**src/rtl/hsc_pkg.sv**
```systemverilog
package hsc_pkg;

    parameter int SC_REQ_W = 5;
    parameter int SC_BE_W  = 8;

    parameter logic [SC_REQ_W-1:0] SC_A_CODE = 5'b01000;
    parameter logic [SC_REQ_W-1:0] SC_B_CODE = 5'b00001;
    parameter logic [SC_REQ_W-1:0] SC_B_MASK = 5'b00111;

    typedef enum logic [2:0] {
        SC_NOP      = 3'd0,
        SC_SHUTDOWN = 3'd1,
        SC_FLUSH    = 3'd2,
        SC_HALT     = 3'd3,
        SC_SYNC     = 3'd4,
        SC_UNKNOWN  = 3'd5
    } sc_kind_e;

    typedef enum logic [1:0] {
        ST_IDLE     = 2'd0,
        ST_FORWARD  = 2'd1,
        ST_WAIT_PCI = 2'd2,
        ST_RETIRE   = 2'd3
    } sc_state_e;

    typedef struct packed {
        logic     hit;
        sc_kind_e kind;
    } sc_decode_t;

    function automatic sc_kind_e sc_classify(input logic [SC_BE_W-1:0] be);
        sc_kind_e k;
        case (be)
            8'h00:   k = SC_NOP;
            8'h01:   k = SC_SHUTDOWN;
            8'h02:   k = SC_FLUSH;
            8'h03:   k = SC_HALT;
            8'h04:   k = SC_SYNC;
            default: k = SC_UNKNOWN;
        endcase
        return k;
    endfunction

    function automatic logic sc_goes_to_pci(input sc_kind_e k);
        return (k == SC_SHUTDOWN) || (k == SC_HALT);
    endfunction

endpackage

```
**src/rtl/hsc_decode.sv**
```systemverilog
module hsc_decode
    import hsc_pkg::*;
(
    input  logic                req_valid,
    input  logic [SC_REQ_W-1:0] req_a,
    input  logic [SC_REQ_W-1:0] req_b,
    input  logic [SC_BE_W-1:0]  byte_en,
    output sc_decode_t          dec
);
    logic a_match;
    logic b_match;

    // First-phase address content is never examined; only the codes matter.
    assign a_match  = (req_a == SC_A_CODE);
    assign b_match  = ((req_b & SC_B_MASK) == SC_B_CODE);
    assign dec.hit  = req_valid && a_match && b_match;
    assign dec.kind = sc_classify(byte_en);
endmodule

```
**src/rtl/hsc_seq.sv**
```systemverilog
module hsc_seq
    import hsc_pkg::*;
(
    input  logic       clk,
    input  logic       rst,
    input  sc_decode_t dec,
    input  logic       pci_done,
    input  logic       pci_mabort,
    output logic       accept,
    output logic       claim,
    output logic       busy,
    output logic       fwd_active,
    output logic       retire
);
    sc_state_e state_q, state_d;
    logic      claim_q;
    logic      pci_end;

    assign pci_end = pci_done || pci_mabort;
    assign accept  = (state_q == ST_IDLE) && dec.hit;

    always_comb begin
        state_d = state_q;
        case (state_q)
            ST_IDLE: begin
                if (accept) begin
                    state_d = sc_goes_to_pci(dec.kind) ? ST_FORWARD : ST_RETIRE;
                end
            end
            ST_FORWARD:  state_d = ST_WAIT_PCI;
            ST_WAIT_PCI: if (pci_end) state_d = ST_RETIRE;
            ST_RETIRE:   state_d = ST_IDLE;
            default:     state_d = ST_IDLE;
        endcase
    end

    always_ff @(posedge clk) begin
        if (rst) begin
            state_q <= ST_IDLE;
            claim_q <= 1'b0;
        end else begin
            state_q <= state_d;
            claim_q <= accept;
        end
    end

    assign claim      = claim_q;
    assign busy       = (state_q != ST_IDLE);
    assign fwd_active = (state_q == ST_FORWARD) || (state_q == ST_WAIT_PCI);
    assign retire     = (state_q == ST_RETIRE);
endmodule

```
**src/rtl/hsc_record.sv**
```systemverilog
module hsc_record
    import hsc_pkg::*;
#(
    parameter int               MSG_W        = 16,
    parameter logic [MSG_W-1:0] SHUTDOWN_MSG = '0,
    parameter logic [MSG_W-1:0] HALT_MSG     = 1
) (
    input  logic             clk,
    input  logic             rst,
    input  logic             accept,
    input  sc_kind_e         kind,
    input  logic             fwd_active,
    output logic [MSG_W-1:0] pci_sc_msg,
    output logic             unknown_type
);
    logic [MSG_W-1:0] msg_q;
    logic             unk_q;

    always_ff @(posedge clk) begin
        if (rst) begin
            msg_q <= '0;
            unk_q <= 1'b0;
        end else if (accept) begin
            msg_q <= (kind == SC_HALT) ? HALT_MSG : SHUTDOWN_MSG;
            if (kind == SC_UNKNOWN) unk_q <= 1'b1;
        end
    end

    assign pci_sc_msg   = fwd_active ? msg_q : '0;
    assign unknown_type = unk_q;
endmodule

```
**src/rtl/host_special_cycle.sv**
```systemverilog
module host_special_cycle
    import hsc_pkg::*;
#(
    parameter int               MSG_W        = 16,
    parameter logic [MSG_W-1:0] SHUTDOWN_MSG = 16'h0000,
    parameter logic [MSG_W-1:0] HALT_MSG     = 16'h0001
) (
    input  logic                clk,
    input  logic                rst,
    input  logic                req_valid,
    input  logic [SC_REQ_W-1:0] req_a,
    input  logic [SC_REQ_W-1:0] req_b,
    input  logic [SC_BE_W-1:0]  byte_en,
    input  logic                pci_done,
    input  logic                pci_mabort,
    output logic                claim,
    output logic                busy,
    output logic                pci_sc_req,
    output logic [MSG_W-1:0]    pci_sc_msg,
    output logic                retire,
    output logic                unknown_type
);
    sc_decode_t dec;
    logic       accept;
    logic       fwd_active;

    hsc_decode u_decode (
        .req_valid (req_valid),
        .req_a     (req_a),
        .req_b     (req_b),
        .byte_en   (byte_en),
        .dec       (dec)
    );

    hsc_seq u_seq (
        .clk        (clk),
        .rst        (rst),
        .dec        (dec),
        .pci_done   (pci_done),
        .pci_mabort (pci_mabort),
        .accept     (accept),
        .claim      (claim),
        .busy       (busy),
        .fwd_active (fwd_active),
        .retire     (retire)
    );

    hsc_record #(
        .MSG_W        (MSG_W),
        .SHUTDOWN_MSG (SHUTDOWN_MSG),
        .HALT_MSG     (HALT_MSG)
    ) u_record (
        .clk          (clk),
        .rst          (rst),
        .accept       (accept),
        .kind         (dec.kind),
        .fwd_active   (fwd_active),
        .pci_sc_msg   (pci_sc_msg),
        .unknown_type (unknown_type)
    );

    assign pci_sc_req = fwd_active;
endmodule

```
**config.mk**
```make
export PLATFORM = sky130hd
export DESIGN_NAME = host_special_cycle
export DESIGN_NICKNAME = d
export VERILOG_FILES = /design/src/rtl/hsc_pkg.sv /design/src/rtl/hsc_decode.sv /design/src/rtl/hsc_seq.sv /design/src/rtl/hsc_record.sv /design/src/rtl/host_special_cycle.sv
export SDC_FILE = /design/constraint.sdc
export NUM_CORES = 1
export LEC_CHECK = 0
export ABC_AREA = 1
export BUFFER_PORTS_ARGS = -buffer_cell sky130_fd_sc_hd__buf_4
export CORE_AREA = 2 2 39 41
export DETAILED_ROUTE_END_ITERATION = 6
export DIE_AREA = 0 0 41 43
export PLACE_DENSITY = 0.77
export SLEW_MARGIN = 20
export SYNTH_ARGS = -nofsm -noshare
export SYNTH_HDL_FRONTEND = slang
export SYNTH_SLANG_ARGS = --single-unit
```
**constraint.sdc**
```tcl
create_clock -name clk -period 3.4 [get_ports clk]
set_input_delay 0.68 -clock clk [delete_from_list [all_inputs] [get_ports clk]]
set_output_delay 0.68 -clock clk [all_outputs]
set_load 0.1 [all_outputs]
```
==> results of run 1 <==
synth_stat cells (all sizes together):
master  number
nand4        3
o21ai        1
nand3        2
inv         10
buf         15
ha           4
a21oi        3
nor2        17
nand2       14
conb         1
dfxtp        5
routing by layer:
layer,part of all wire [%],up-vias,routed length (um)
li1,-,258,-
met1,34,210,346
met2,57,16,569
met3,6.5,3,65
met4,2.3,0,23
met5,0,-,0
flip-flops by register name, indices dropped and copies added (netlist names):
name	count
u_record.msg_q	1
u_record.unknown_type	1
u_seq.claim	1
u_seq.state_q	2
stage by stage:
stage / cell area [um^2] / total power (W) / setup slack, ps / cells / utilization (%)
floorplan: 541 / 0.000390 / 719 / 89 / -
global placement: 643 / 0.000430 / 1610 / 116 / 46.5
detailed placement: 643 / 0.000436 / 1580 / 116 / 46.5
CTS: 669 / 0.000513 / 1310 / 120 / 48.4
global route: 669 / 0.000539 / 1220 / 120 / 48.4
finish: 669 / 0.000511 / 1320 / 120 / 48.4
cells in the final DEF (no fill, tap or decap), drive strengths merged:
| cell | count |
|---|---|
| conb | 15 |
| o21ai | 1 |
| a21oi | 3 |
| buf | 26 |
| clkbuf | 4 |
| inv | 10 |
| dfxtp | 5 |
| nand4 | 3 |
| nor2 | 17 |
| ha | 4 |
| nand2 | 14 |
| nand3 | 2 |
final cells by class:
| class | count | area, um^2 | share of cell area [%] |
|---|---|---|---|
| sequential | 5 | 100 | 15.0 |
| timing repair buffer | 26 | 195 | 29.2 |
| tap | 16 | 20.0 | 2.99 |
| multi-input combinational | 59 | 290 | 43.4 |
| inverter | 10 | 37.5 | 5.61 |
| clock buffer | 4 | 26.3 | 3.93 |
cells by family after synthesis:
family | Yosys count | synth area share, %
and+or+nand+nor | 36 | 32.8
buffers and inverters | 25 | 30.8
DFF | 5 | 20.5
AOI/OAI and AO/OA | 4 | 4.87
adders and majority gates | 4 | 10.3
other | 1 | 0.768
worst min-delay path, cell delays in order, from the launching register on:
cell and delay, ps:
dfxtp_1 330, a21oi_1 40, nor2_1 70
worst max path at each step:
stage / from / end / slack, ps / depth (start not counted)
global placement: u_seq.state_q[1] / pci_sc_msg[0] / 1610 / 5
CTS: u_seq.state_q[1] / pci_sc_msg[0] / 1310 / 5
finish: u_seq.state_q[0] / pci_sc_msg[0] / 1320 / 5
floorplan: u_seq.state_q[0] / pci_sc_msg[0] / 720 / 4
global route: u_seq.state_q[0] / pci_sc_msg[0] / 1220 / 5
detailed placement: u_seq.state_q[1] / pci_sc_msg[0] / 1580 / 5
report_power, final:
group | switching (W) | internal [W] | leakage [nW]
clock | 0.0000303 | 0.0000448 | 0.0150
combinational | 0.000283 | 0.0000773 | 0.330
sequential | 0.00000713 | 0.0000684 | 0.0408
total | 0.000320 | 0.000190 | 0.386
==> impl_metrics.py, run 1 <==
metrics = {
    "clock_network": {
        "clock_latency_ps": 260,
        "clockBufferDepth": 2,
        "cts_sinks": 5,
        "post_cts_buffers": 0,
        "cts_buffers": 3,
        "cts_tree": "yes",
        "cts-resized-gates": 0,
        "clockRootBuffer": "clkbuf_4",
        "cts_hold_buffers": 0,
        "cts.clk_slew.worst_paths_ps": 50,
        "ctsHtreeMaxLevel": 1,
    },
    "global_route": {
        "use_met2_pct": 23.8,
        "grt_pass1_wl_mm": 1.69,
        "overflow": 0,
        "grt_util_met1_pct": 15.4,
        "grt_use_met3_pct": 3.14,
        "grt_pass1_vias": 443,
        "track_usage_pct": 14.3,
        "antenna_found_initial": 0,
        "top_usage_layer": "met2",
        "grt_max_degree": 5,
    },
    "placement": {
        "gp_congestion": 0.696,
        "port-buffer-count": 26,
        "hpwl_um": 839,
    },
    "worst_setup_path": {
        "crit_buf_inv": 3,
        "worst-setup-path-type": "flip-flop to output pin",
        "path_max_fanout": 3,
        "worst_path_most_repeated_cell": "inv_1",
        "r2r_start": "u_seq.state_q[0]",
        "max_stage_delay_ps": 350,
        "arrival_ps": 1400,
        "reg2reg_depth": 6,
        "cpMaxStageDelayCell": "dfxtp_1",
        "critPathRequiredTime_ps": 2720,
        "cp_top_family": "buffers and inverters",
        "setup.reg_to_reg.worst_slack_ps": 2250,
        "crit_path_start_kind": "flip-flop",
        "worstPathCellList": "inv_1 > ha_1 > nand2_1 > inv_1 > buf_4",
        "end_kind": "output pin",
        "r2r_end": "u_seq.state_q[1]",
    },
    "min_path": {
        "holdPathStages": 2,
        "min_from": "u_record.unknown_type",
        "hp-class": "flip-flop to flip-flop",
        "whs_endpoint": "u_record.unknown_type",
    },
    "floorplan": {
        "die_h_um": 43,
        "core_area_um2": 1380,
        "die_w_um": 41,
        "start_util_pct": 35.3,
        "ios": 44,
        "rows": 14,
        "die-area_um2": 1760,
    },
    "pwr": {
        "ir_worst_vdd_mv": 0.571,
        "power_density_nw_per_um2": 763,
        "power.static_leakage_nw": 0.386,
    },
    "yosys": {
        "netlist.area_leader.share_pct": 23.1,
        "syn_area_um2": 488,
        "ys_warn_count": 0,
        "synth.avg_cell_area_um2": 6.51,
        "ys_seq_elements": 5,
        "ys_top_cells_by_area": "buf_4 23%, dfxtp_1 21%, nor2_1 12%",
        "synth_cells": 75,
        "yosys.area.top_type": "buf_4",
        "yosys.cell_types.count": 15,
        "synth.yosys.seq_area_share_pct": 20.5,
    },
    "final_layout": {
        "drive_gt1_share_pct": 33.7,
        "fin_nets": 132,
        "fill_cells": 161,
        "diodes": 0,
        "areaGrowthSynthToFinish_pct": 37.2,
    },
    "drt": {
        "drt_wl_total_mm": 1.00,
        "avgViaCountPerCell": 4.06,
        "routedWlPerCell_um": 8.37,
        "drcViolationCount": 0,
        "vias": 487,
        "drt_iter0_drc": 6,
        "drt-pass1-iter-count": 4,
        "detail-route-antenna-nets": 0,
    },
    "run": {
        "cap_violations": 0,
    },
    "timing": {
        "period_minus_slack_ps": 2080,
        "rsz0062_at_grt": "no",
        "setup_viol": 0,
        "max_freq_mhz": 481,
        "finalCritPeriodShare_pct": 61.1,
        "maxSlewViolCount": 0,
        "skew_ps": 5.45,
        "hold_viol": 0,
        "tns_ps": 0,
        "holdWs_ps": 469,
    },
    "status": {
        "outcome": "finished clean",
    },
}
(Power assumes the default switching activity.)
==> inputs of run 2 (changes only) <==
- ABC_AREA: 1 -> 0
- CORE_AREA: 2 2 39 41 -> default
- CORE_UTILIZATION: default -> 34
- DIE_AREA: 0 0 41 43 -> default
- PLACE_DENSITY: 0.77 -> 0.74
- clock period: 3.4 -> 2.1 ns (I/O delays scaled with it)
==> run 2 against run 1 <==
Effect of this change: area after synthesis decreased by 7.9%; utilization rose by 5.6 points; wire length down 16%; largest cell class unchanged; largest power group unchanged.
==> impl_metrics.py, run 2 <==
metrics = {
    "status": {
        "outcome": "finished clean",
    },
    "floorplan": {
        "rows": 12,
        "core_area_um2": 1170,
        "start_util_pct": 38.4,
        "ios": 44,
        "die-area_um2": 1470,
        "die_w_um": 38.3,
        "die_h_um": 38.3,
    },
    "clock_network": {
        "cts_tree": "yes",
        "clockRootBuffer": "clkbuf_4",
        "cts_buffers": 3,
        "cts.clk_slew.worst_paths_ps": 50,
        "clockBufferDepth": 2,
        "post_cts_buffers": 0,
        "ctsHtreeMaxLevel": 1,
        "clock_latency_ps": 240,
        "cts_hold_buffers": 0,
        "cts-resized-gates": 0,
        "cts_sinks": 5,
    },
    "worst_setup_path": {
        "max_stage_delay_ps": 370,
        "end_kind": "output pin",
        "crit_buf_inv": 2,
        "path_max_fanout": 4,
        "critPathRequiredTime_ps": 1680,
        "cpMaxStageDelayCell": "dfxtp_1",
        "worstPathCellList": "inv_1 > ha_2 > and2_2 > buf_4",
        "cp_top_family": "flip-flops",
        "arrival_ps": 1440,
        "crit_path_start_kind": "flip-flop",
        "worst-setup-path-type": "flip-flop to output pin",
    },
    "yosys": {
        "syn_area_um2": 449,
        "synth_fa_ha_area_share_pct": 11.1,
        "synthXorXnorAreaFrac_pct": 0,
        "netlist.area_leader.share_pct": 25.1,
        "synthTopCellsByCount": "15 x buf_4, 5 x dfxtp_1, 4 x ha_1, 4 x inv_1, 4 x nor2_1",
        "synth_most_common_cell": "buf_4",
        "synthFlopType": "dfxtp_1",
        "synth_cells": 52,
        "ys_top_cells_by_area": "buf_4 25%, dfxtp_1 22%, ha_1 11%",
        "yosys.cell_types.count": 23,
        "async_reset_ff_share_pct": 0,
        "synth.yosys.seq_area_share_pct": 22.3,
        "synth_compound_area_share_pct": 12.3,
        "synth_simple_gate_area_share_pct": 19.5,
        "synth_edf_count": 0,
        "ys_seq_elements": 5,
        "synth.avg_cell_area_um2": 8.64,
        "synth_mux_area_share_pct": 5.57,
        "synth_top_family_by_area": "buffers and inverters",
        "ys_warn_count": 0,
        "yosys.area.top_type": "buf_4",
    },
    "global_route": {
        "antenna_found_initial": 0,
        "overflow": 0,
        "grt_pass1_vias": 323,
        "grt_max_degree": 8,
        "grt_pass1_wl_mm": 1.34,
        "track_usage_pct": 13.9,
    },
    "placement": {
        "gp_congestion": 0.680,
        "place_ws_ps": 391,
        "hpwl_um": 722,
        "port-buffer-count": 26,
        "dpl.cell_count": 91,
    },
    "timing": {
        "finalCritPeriodShare_pct": 88.7,
        "hold_viol": 0,
        "maxSlewViolCount": 0,
        "rsz0062_at_grt": "no",
        "setup_slack_ps": 236,
        "setup_viol": 0,
        "period_minus_slack_ps": 1860,
        "skew_ps": 1.92,
        "tns_ps": 0,
        "max_freq_mhz": 537,
    },
    "final_layout": {
        "mostFrequentLayoutCell": "buf_4",
        "top_register": "u_seq.state_q",
        "areaGrowthSynthToFinish_pct": 40.7,
        "fin_cells": 95,
        "diodes": 0,
        "final_core_util_pct": 54.0,
        "largest_reg_flops": 2,
        "drive_gt1_share_pct": 42.0,
        "fin_nets": 109,
        "layout_common_cells": "26 x buf_4, 15 x conb_1, 5 x dfxtp_1",
    },
    "drt": {
        "detail-route-antenna-nets": 0,
        "drt_wl_total_um": 840,
        "drt_iter0_drc": 5,
        "routedWlPerCell_um": 8.84,
        "drt-pass1-iter-count": 2,
        "drcViolationCount": 0,
        "vias": 390,
        "avgViaCountPerCell": 4.11,
    },
    "pwr": {
        "ir_worst_vdd_mv": 0.534,
        "power_density_nw_per_um2": 1330,
        "power.static_leakage_nw": 0.337,
        "power_w": 0.000837,
    },
    "min_path": {
        "hp-class": "input port to flip-flop",
    },
    "run": {
        "cap_violations": 0,
    },
}
-- run 2: worst register-to-register path, cell delays in order, from the launching register on --
cell     delay [ps]
dfxtp_1         310
inv_1           120
ha_2            210
inv_1            60
or2_1           260
mux2_4          300
-- run 2: kinds of logic after synthesis --
family,count (synthesis)
flip-flops,5
AND/OR/NAND/NOR,14
other,1
adder cells (fa/ha/maj),4
multiplexers,2
AO/OA/AOI/OAI,7
buffers and inverters,19
-- run 2: worst paths after layout --
| check | start | end | slack, ps | cells past startpoint |
|---|---|---|---|---|
| min | rst | u_seq.state_q[0] | 390 | 2 |
| min reg2reg | u_record.unknown_type | u_record.unknown_type | 450 | 2 |
| max reg2reg | u_seq.state_q[0] | u_record.msg_q[0] | 720 | 5 |
| max | u_seq.state_q[1] | pci_sc_msg[0] | 240 | 4 |
-- run 2: layer usage --
metal  up-vias  GRT usage (%)  part of all wire (%)  routed length (um)
met5         -              0                     0                   0
met4         0           7.76                     0                   0
met3         0           6.98                    12                  99
met2        25           19.9                    45                 381
met1       160           16.5                    43                 359
li1        205              -                     -                   -
-- run 2: area by class of cell --
type,count,area [um^2]
clock buffers,4,26.3
inverters,4,15.0
flip-flops and latches,5,100
repair buffers,26,195
fillers,135,539
well taps,14,17.5
multi-input cells,42,278
-- run 2: report_power, final --
group	internal [W]	leakage (nW)	switching, W	total (W)
clock network	0.0000720	0.0150	0.0000416	0.000114
logic	0.000139	0.281	0.000458	0.000597
registers	0.000113	0.0408	0.0000134	0.000126
total	0.000324	0.337	0.000513	0.000837
-- run 2: per-stage QoR --
step	hold slack [ps]	cell area, um^2
2_1_floorplan	484	505
4_1_cts	381	632
3_5_place_dp	441	606
5_1_grt	386	632
6_report	391	632
3_3_place_gp	440	606
